$ cat src/rtl/insn_pkg.sv
// Shared types for the instruction executor.
// Assumes 6-bit opcodes and 3-bit register indices.
package insn_pkg;
    localparam int OPW = 6;

    typedef enum logic [3:0] {
        F_PASSA, F_PASSB, F_AND, F_IOR, F_EOR, F_NOT,
        F_ADD, F_SUB, F_NEG, F_LSL, F_LSR, F_ASR
    } alu_fn_e;

    typedef struct packed {
        alu_fn_e fn;
        logic    use_imm;
        logic    rf_we;
        logic    ld;
        logic    st;
        logic    cmp;
        logic    hlt;
        logic    trp;
    } ctl_t;
endpackage

$ cat src/rtl/insn_decode.sv
// Opcode decoder: maps the 6-bit opcode to datapath controls.
// Assumes nothing about neighbouring fields; undefined opcodes halt.
module insn_decode
    import insn_pkg::*;
(
    input  logic [OPW-1:0] opc,
    output ctl_t           ctl
);
    // Decode the opcode into a control word.
    always_comb begin
        ctl = '0;
        ctl.fn = F_PASSA;
        case (opc) inside
            6'd1:  begin ctl.fn = F_PASSA; ctl.rf_we = 1'b1; end
            6'd2:  begin ctl.fn = F_AND;   ctl.rf_we = 1'b1; end
            6'd3:  begin ctl.fn = F_IOR;   ctl.rf_we = 1'b1; end
            6'd4:  begin ctl.fn = F_EOR;   ctl.rf_we = 1'b1; end
            6'd5:  begin ctl.fn = F_NOT;   ctl.rf_we = 1'b1; end
            6'd6:  begin ctl.fn = F_ADD;   ctl.rf_we = 1'b1; end
            6'd7:  begin ctl.fn = F_SUB;   ctl.rf_we = 1'b1; end
            6'd8:  begin ctl.fn = F_NEG;   ctl.rf_we = 1'b1; end
            6'd9:  begin ctl.fn = F_LSL;   ctl.rf_we = 1'b1; end
            6'd10: begin ctl.fn = F_LSR;   ctl.rf_we = 1'b1; end
            6'd11: begin ctl.fn = F_ASR;   ctl.rf_we = 1'b1; end
            6'd12: begin ctl.ld = 1'b1;    ctl.rf_we = 1'b1; end
            6'd13: ctl.st = 1'b1;
            6'd14: ctl.cmp = 1'b1;
            6'd26: begin ctl.fn = F_PASSB; ctl.use_imm = 1'b1; ctl.rf_we = 1'b1; end
            6'd27: begin ctl.fn = F_AND;   ctl.use_imm = 1'b1; ctl.rf_we = 1'b1; end
            6'd28: begin ctl.fn = F_IOR;   ctl.use_imm = 1'b1; ctl.rf_we = 1'b1; end
            6'd29: begin ctl.fn = F_EOR;   ctl.use_imm = 1'b1; ctl.rf_we = 1'b1; end
            6'd30: begin ctl.fn = F_ADD;   ctl.use_imm = 1'b1; ctl.rf_we = 1'b1; end
            6'd31: begin ctl.fn = F_SUB;   ctl.use_imm = 1'b1; ctl.rf_we = 1'b1; end
            6'd32: begin ctl.fn = F_LSL;   ctl.use_imm = 1'b1; ctl.rf_we = 1'b1; end
            6'd33: begin ctl.fn = F_LSR;   ctl.use_imm = 1'b1; ctl.rf_we = 1'b1; end
            6'd34: begin ctl.fn = F_ASR;   ctl.use_imm = 1'b1; ctl.rf_we = 1'b1; end
            6'd35: begin ctl.cmp = 1'b1;   ctl.use_imm = 1'b1; end
            6'd62: ctl.trp = 1'b1;
            [6'd47:6'd61], 6'd63: ctl.hlt = 1'b1;
            default: ;
        endcase
    end

    // store, compare, halt and trap opcodes never request a register write.
    always_comb begin
        a_r9_ctrl_no_write: assert (!(ctl.rf_we && (ctl.st || ctl.cmp || ctl.hlt || ctl.trp)));
    end
endmodule

$ cat src/rtl/insn_alu.sv
// Combinational ALU: logic, add/sub, negate and saturating-range shifts.
// Assumes the shift amount is the full B operand; amounts >= W are out of range.
module insn_alu
    import insn_pkg::*;
#(
    parameter int W = 16
) (
    input  alu_fn_e       fn,
    input  logic [W-1:0]  a,
    input  logic [W-1:0]  b,
    output logic [W-1:0]  y
);
    localparam int SHW = $clog2(W);

    logic           big;
    logic [SHW-1:0] sh;
    assign big = |b[W-1:SHW];
    assign sh  = b[SHW-1:0];

    // Select the result of the requested function.
    always_comb begin
        case (fn)
            F_PASSA: y = a;
            F_PASSB: y = b;
            F_AND:   y = a & b;
            F_IOR:   y = a | b;
            F_EOR:   y = a ^ b;
            F_NOT:   y = ~a;
            F_ADD:   y = a + b;
            F_SUB:   y = a - b;
            F_NEG:   y = '0 - a;
            F_LSL:   y = big ? '0 : (a << sh);
            F_LSR:   y = big ? '0 : (a >> sh);
            F_ASR:   y = big ? {W{a[W-1]}} : W'($signed(a) >>> sh);
            default: y = a;
        endcase
    end

    // an out-of-range logical shift must produce zero.
    always_comb begin
        if ((fn == F_LSL || fn == F_LSR) && big)
            a_r5_big_shift_zero: assert (y == '0);
    end
endmodule

$ cat src/rtl/insn_regfile.sv
// General register file: one write port, three combinational read ports.
// Assumes synchronous active-low reset clears every register.
module insn_regfile #(
    parameter int W    = 16,
    parameter int NREG = 8,
    localparam int RIW = $clog2(NREG)
) (
    input  logic           clk,
    input  logic           rst_n,
    input  logic           we,
    input  logic [RIW-1:0] wa,
    input  logic [W-1:0]   wd,
    input  logic [RIW-1:0] ra0,
    input  logic [RIW-1:0] ra1,
    input  logic [RIW-1:0] ra2,
    output logic [W-1:0]   rd0,
    output logic [W-1:0]   rd1,
    output logic [W-1:0]   rd2
);
    logic [W-1:0] regs [NREG];

    for (genvar g = 0; g < NREG; g++) begin : g_reg
        // Hold or update register g.
        always_ff @(posedge clk) begin
            if (!rst_n)
                regs[g] <= '0;
            else if (we && wa == RIW'(g))
                regs[g] <= wd;
        end
    end

    assign rd0 = regs[ra0];
    assign rd1 = regs[ra1];
    assign rd2 = regs[ra2];
endmodule

$ cat src/rtl/insn_exec.sv
// Single-cycle instruction executor: decodes instr, reads registers,
// computes, and commits at the rising edge. Memory access is combinational.
// Assumes mem_rdata is valid in the same cycle as mem_rd.
module insn_exec
    import insn_pkg::*;
#(
    parameter int W    = 16,
    parameter int NREG = 8
) (
    input  logic         clk,
    input  logic         rst_n,
    input  logic [W-1:0] instr,
    input  logic [W-1:0] imm,
    input  logic [W-1:0] mem_rdata,
    output logic [W-1:0] mem_addr,
    output logic [W-1:0] mem_wdata,
    output logic         mem_rd,
    output logic         mem_wr,
    output logic         reg_wr,
    output logic [2:0]   cmp_flags,
    output logic         halted,
    output logic         trapped
);
    localparam int RIW  = $clog2(NREG);
    localparam int L_LO = OPW;
    localparam int A_LO = OPW + RIW;
    localparam int B_LO = OPW + 2 * RIW;

    ctl_t           ctl;
    logic [RIW-1:0] idx_l, idx_a, idx_b;
    logic [W-1:0]   val_l, val_a, val_b, opnd_b, alu_y, wr_data;
    logic           eq, slt, ult;

    assign idx_l = instr[L_LO +: RIW];
    assign idx_a = instr[A_LO +: RIW];
    assign idx_b = instr[B_LO +: RIW];

    insn_decode i_dec (.opc(instr[OPW-1:0]), .ctl(ctl));

    insn_regfile #(.W(W), .NREG(NREG)) i_rf (
        .clk(clk), .rst_n(rst_n),
        .we(reg_wr), .wa(idx_l), .wd(wr_data),
        .ra0(idx_l), .ra1(idx_a), .ra2(idx_b),
        .rd0(val_l), .rd1(val_a), .rd2(val_b)
    );

    assign opnd_b = ctl.use_imm ? imm : val_b;

    insn_alu #(.W(W)) i_alu (.fn(ctl.fn), .a(val_a), .b(opnd_b), .y(alu_y));

    assign wr_data   = ctl.ld ? mem_rdata : alu_y;
    assign reg_wr    = ctl.rf_we && !halted;
    assign mem_rd    = ctl.ld && !halted;
    assign mem_wr    = ctl.st && !halted;
    assign mem_addr  = ctl.st ? val_l : val_a;
    assign mem_wdata = val_a;

    assign eq  = (val_a == opnd_b);
    assign slt = ($signed(val_a) < $signed(opnd_b));
    assign ult = (val_a < opnd_b);

    // Latch the compare status on a compare opcode.
    always_ff @(posedge clk) begin
        if (!rst_n)
            cmp_flags <= '0;
        else if (ctl.cmp && !halted)
            cmp_flags <= {ult, slt, eq};
    end

    // Sticky halt on any halting opcode.
    always_ff @(posedge clk) begin
        if (!rst_n)
            halted <= 1'b0;
        else if (ctl.hlt)
            halted <= 1'b1;
    end

    // One-cycle trap indication.
    always_ff @(posedge clk) begin
        if (!rst_n)
            trapped <= 1'b0;
        else
            trapped <= ctl.trp && !halted;
    end

    a_r10_halt_sticky: assert property (@(posedge clk) disable iff (!rst_n)
        halted |=> halted);
    a_r10_no_write_halted: assert property (@(posedge clk) disable iff (!rst_n)
        halted |-> (!mem_wr && !reg_wr && !mem_rd));
    a_r7_strobes_exclusive: assert property (@(posedge clk) disable iff (!rst_n)
        $onehot0({mem_rd, mem_wr}));
    a_r11_trap_from_opcode: assert property (@(posedge clk) disable iff (!rst_n)
        $rose(trapped) |-> $past(instr[OPW-1:0] == 6'd62));
    a_r8_flags_hold: assert property (@(posedge clk) disable iff (!rst_n)
        !ctl.cmp |=> $stable(cmp_flags));
endmodule

$ cat config.mk
export PLATFORM = sky130hd
export DESIGN_NAME = insn_exec
export DESIGN_NICKNAME = d
export VERILOG_FILES = /design/src/rtl/insn_pkg.sv /design/src/rtl/insn_decode.sv /design/src/rtl/insn_alu.sv /design/src/rtl/insn_regfile.sv /design/src/rtl/insn_exec.sv
export SDC_FILE = /design/constraint.sdc
export NUM_CORES = 1
export LEC_CHECK = 0
export ABC_AREA = 1
export ABC_CLOCK_PERIOD_IN_PS = 9000
export BUFFER_PORTS_ARGS = -buffer_cell sky130_fd_sc_hd__buf_2
export CAP_MARGIN = 20
export CORE_MARGIN = 3
export CORE_UTILIZATION = 45
export CTS_BUF_LIST = sky130_fd_sc_hd__clkbuf_16
export DETAILED_ROUTE_END_ITERATION = 7
export PLACE_DENSITY = 0.65
export SLEW_MARGIN = 20
export SYNTH_ARGS = -nofsm -noshare
export SYNTH_HDL_FRONTEND = slang
export SYNTH_SLANG_ARGS = --single-unit
$ cat constraint.sdc
create_clock -name clk -period 9 [get_ports clk]
set_clock_uncertainty 0.05 [all_clocks]
set_input_delay 0.45 -clock clk [delete_from_list [all_inputs] [get_ports clk]]
set_output_delay 0.45 -clock clk [all_outputs]
set_load 0.05 [all_outputs]
==> impl_results.md <==
- Result of the run: finished, violations left
- Violations in the final reports: DRC
- Number of input and output port buffers inserted: between 80 and 90
- Number of hold-repair buffers added at the cts stage: 0
- H-Tree Level Count: 4
- Critical path's slowest cell: sky130_fd_sc_hd__buf_2
- Insertion delay of the later-clocked pin in the worst-skew pair: ~0.43 ns
- Slowest stage delay, CP: 0.56 ns
- Post-route core utilization: 50.7%
- Ys flop type: sky130_fd_sc_hd__edfxtp_1
- Synthesized area per cell: about 6.4 um^2
- Kind of capture point of the worst setup path: flop
- ANT nets after route: 0
- Count of state elements after synthesis: between 100 and 150
- Clock tree from TritonCTS: done
- Non-filler cells, final: around 2600
- Overall global routing resource usage: 35.7%
- Maximum buffer depth of the clock tree: 2
- Area of the die: 32900 um^2
- Final HPWL DP: 43000 um
- Vertical extent of the die: roughly 180 um
- Final setup vio count: 0
- Worst Setup Path Type: in2reg
- Final Max Tran Viols: 0
- Biggest fanout along the worst timing path: 37
- Drt wl/cell: 23.6 um
- Via density per instance: 6.30
- Total detailed-routing wirelength: 61300 um
- Floorplan row count: 63
- Number of warnings issued by yosys: 0
- Initial antenna violation count: 0
- Worst IR Drop VDD: 0.128 mV
- Post-layout net count: ~2300
- Post-CTS Setup Bufs: 0
- Number of buffers created by CTS: 17
- Total negative slack: 0 ns
- Number of resized instances in the post-cts repair step: 0
- Number of placed I/O pins: 90
- Max-cap viol count: 0
- P per Cell Area: 163 nW/um^2
- Max transition margin: around 18%
- Fraction of the cycle the final worst path needs: 61.7%
- Total power: 0.00247 W
- Clock slew at the register clock pins of the worst setup and hold paths: 0.06 ns
- Antenna diodes: 0
- First-pass DRT Iterations: 8
- Number of instances in the synthesized netlist: 2174
- 1st-iter DRT viols: 2047
- Area of the placeable core: 30000 um^2
- GP Congestion: 1.02
- Number of global-route vias before repair: roughly 15000
- Share of synthesized registers carrying an async set or reset: 0%
- Worst-Margin Slew: 1.22 ns
- Number of enable flip-flop cells after synthesis: 128
- Synth Cell Area: 13900 um^2
- Share of synthesized area occupied by flip-flops and latches: 28.5%
- Via count of the routed design: between 15000 and 20000
- GR Overflow Total: 0
- Max frequency: 0.180 GHz
- Area taken by multi-input logic gates: 8580 um^2
- Sort of element at the start of the critical path: input pin
- Syn nets: 2271
- Setup repair after global routing missed its margin: no
- Area delta synth->final: 9.64%
- Reg area: 3940 um^2
- Crit path arrival time: 5.63 ns
- Cell repeated most along the worst path: sky130_fd_sc_hd__nand2_1
- Cell Chain, Critical Path: buf_2 > inv_1 > buf_4 > o21ai_0 > nand2_1 > nand2_1 > nand2_1 > inv_1 > ha_1 > inv_1 > fa_1 > nor2_1 > o21ai_0 > nand2_1 > a21oi_1 > o21bai_1 > xor2_1 > o22ai_1 > a211oi_1 > nand3_2 > nand2_4 > a21oi_1
- Remaining design rule violation count: 4
- Placed Instances: 2569
- Min Tclk post-route: between 5 and 6 ns
- Number of filler cells placed in the layout: 3086
- Hold violation total from the final report: 0
- Leakage power total: around 6.7 nW
- Starting utilization of the core area: 46.3%
- Class of the worst hold path: in2reg
- Die boundary width: 181 um
- Clock Sink Count: between 100 and 150
- Number of distinct library cells after synthesis: 51
- Fraction of layout cells with a size suffix above 1: 10.6%
- Wire length of the first global-routing pass: around 91000 um
- Maximum number of pins on one net before global-route repair: 80
- Clock Root Buffer: sky130_fd_sc_hd__clkbuf_16
- Worst path required time: between 9 and 10 ns
==> sequential cells by signal (all words and copies together) (netlist names) <==
register	cells
i_rf.regs	128
cmp_flags	3
halted	1
trapped	1
==> critical path: cells and delay by family <==
family / cells / cell delay (ns)
xor+xnor: 1 / 0.23
simple gates: 7 / 1.04
compound gates: 7 / 1.27
fa+ha+maj: 2 / 0.76
buf+inv: 5 / 1.82
==> Yosys cell counts, types with 7 or more instances <==
master / number / area (um^2)
sky130_fd_sc_hd__a211oi_1: 14 / 105
sky130_fd_sc_hd__a21oi_1: 281 / 1410
sky130_fd_sc_hd__a22oi_1: 29 / 218
sky130_fd_sc_hd__buf_2: 28 / 140
sky130_fd_sc_hd__clkbuf_1: 66 / 248
sky130_fd_sc_hd__edfxtp_1: 128 / 3840
sky130_fd_sc_hd__ha_1: 46 / 576
sky130_fd_sc_hd__inv_1: 228 / 856
sky130_fd_sc_hd__inv_2: 14 / 52.6
sky130_fd_sc_hd__nand2_1: 594 / 2230
sky130_fd_sc_hd__nand2_2: 31 / 194
sky130_fd_sc_hd__nand3_1: 225 / 1130
sky130_fd_sc_hd__nand4_1: 22 / 138
sky130_fd_sc_hd__nor2_1: 121 / 454
sky130_fd_sc_hd__nor3_1: 17 / 85.1
sky130_fd_sc_hd__o2111ai_1: 7 / 61.3
sky130_fd_sc_hd__o211ai_1: 21 / 158
sky130_fd_sc_hd__o21ai_0: 164 / 821
sky130_fd_sc_hd__o21ai_1: 11 / 55.1
sky130_fd_sc_hd__o21ai_2: 7 / 61.3
sky130_fd_sc_hd__o22ai_1: 23 / 144
sky130_fd_sc_hd__o31ai_1: 10 / 75.1
sky130_fd_sc_hd__xor2_1: 9 / 78.8
==> placed cells by master (no fill, tap or decap), types with 3 or more instances in the layout <==
master | netlist | final
sky130_fd_sc_hd__nor3_1 | 17 | 17
sky130_fd_sc_hd__nand4_1 | 22 | 22
sky130_fd_sc_hd__nand2_4 | 4 | 4
sky130_fd_sc_hd__ha_1 | 46 | 46
sky130_fd_sc_hd__nand3b_1 | 5 | 5
sky130_fd_sc_hd__nand3_2 | 5 | 6
sky130_fd_sc_hd__o31ai_1 | 10 | 6
sky130_fd_sc_hd__edfxtp_1 | 128 | 128
sky130_fd_sc_hd__o22ai_1 | 23 | 23
sky130_fd_sc_hd__clkinvlp_4 | 0 | 3
sky130_fd_sc_hd__nand3_1 | 225 | 224
sky130_fd_sc_hd__xor2_1 | 9 | 9
sky130_fd_sc_hd__a21oi_1 | 281 | 281
sky130_fd_sc_hd__nand2_1 | 594 | 594
sky130_fd_sc_hd__o21ai_2 | 7 | 11
sky130_fd_sc_hd__o31ai_4 | 0 | 4
sky130_fd_sc_hd__buf_4 | 5 | 25
sky130_fd_sc_hd__nand3_4 | 3 | 3
sky130_fd_sc_hd__o221ai_1 | 4 | 4
sky130_fd_sc_hd__nand2_2 | 31 | 31
sky130_fd_sc_hd__bufinv_16 | 0 | 4
sky130_fd_sc_hd__o21ai_0 | 164 | 160
sky130_fd_sc_hd__o2111ai_1 | 7 | 7
sky130_fd_sc_hd__a22oi_1 | 29 | 29
sky130_fd_sc_hd__inv_6 | 0 | 4
sky130_fd_sc_hd__o21ai_1 | 11 | 11
sky130_fd_sc_hd__a211oi_1 | 14 | 14
sky130_fd_sc_hd__nor2_1 | 121 | 119
sky130_fd_sc_hd__dfxtp_1 | 5 | 5
sky130_fd_sc_hd__inv_1 | 228 | 229
sky130_fd_sc_hd__buf_2 | 28 | 88
sky130_fd_sc_hd__nor4_1 | 3 | 3
sky130_fd_sc_hd__clkinv_1 | 4 | 5
sky130_fd_sc_hd__nor2_2 | 4 | 6
sky130_fd_sc_hd__or2_2 | 4 | 4
sky130_fd_sc_hd__nor2_4 | 5 | 5
sky130_fd_sc_hd__inv_2 | 14 | 14
sky130_fd_sc_hd__clkbuf_16 | 0 | 17
sky130_fd_sc_hd__o211ai_1 | 21 | 21
==> power by group <==
group	internal (W)	switching, W
sequential	0.000707	0.0000188
combinational	0.000247	0.000752
clock	0.000465	0.000281
==> logic make-up after synthesis <==
logic type,Yosys count,synth area share (%)
AND/OR/NAND/NOR,1045,33.0
AO/OA/AOI/OAI,585,23.5
buffers and inverters,354,10.2
flip-flops,133,28.5
adder cells (fa/ha/maj),47,4.30
XOR/XNOR,10,0.632
==> final cells by class <==
cell class              instances  share of cell area, %
clock inverters                15                   1.33
multi-input cells            1687                   56.5
clock buffers                  17                   2.80
repair buffers                113                   4.13
well taps                     390                   3.21
inverters                     246                   6.08
flip-flops and latches        133                   26.0
==> final timing paths <==
kind | startpoint | end | slack [ns] | cells past startpoint
hold reg to reg | cmp_flags[2] | cmp_flags[2] | 0.42 | 2
hold / removal | instr[4] | trapped | 0.27 | 3
setup / recovery | instr[9] | i_rf.regs[4][6] | 3.45 | 22
setup reg to reg | i_rf.regs[1][3] | i_rf.regs[4][9] | 4.23 | 21
==> layer usage <==
| layer | wire length [um] | global-route usage (%) | up-vias |
|---|---|---|---|
| met5 | 0 | 0 | - |
| met4 | 3620 | 19.1 | 0 |
| met3 | 6880 | 4.99 | 235 |
| met2 | 27900 | 58.1 | 1183 |
| met1 | 23000 | 46.2 | 7500 |
| li1 | - | - | 7458 |
==> stage by stage <==
stage / hold WS, ns / setup slack [ns] / area (um^2)
after floorplan: 0.543 / 4.85 / 13900
after global placement: 0.408 / 3.28 / 14600
after detailed placement: 0.416 / 3.25 / 14600
after CTS: 0.271 / 3.68 / 15200
after global routing: 0.314 / 3.17 / 15200
final: 0.271 / 3.45 / 15200
(Power assumes the default switching activity.)
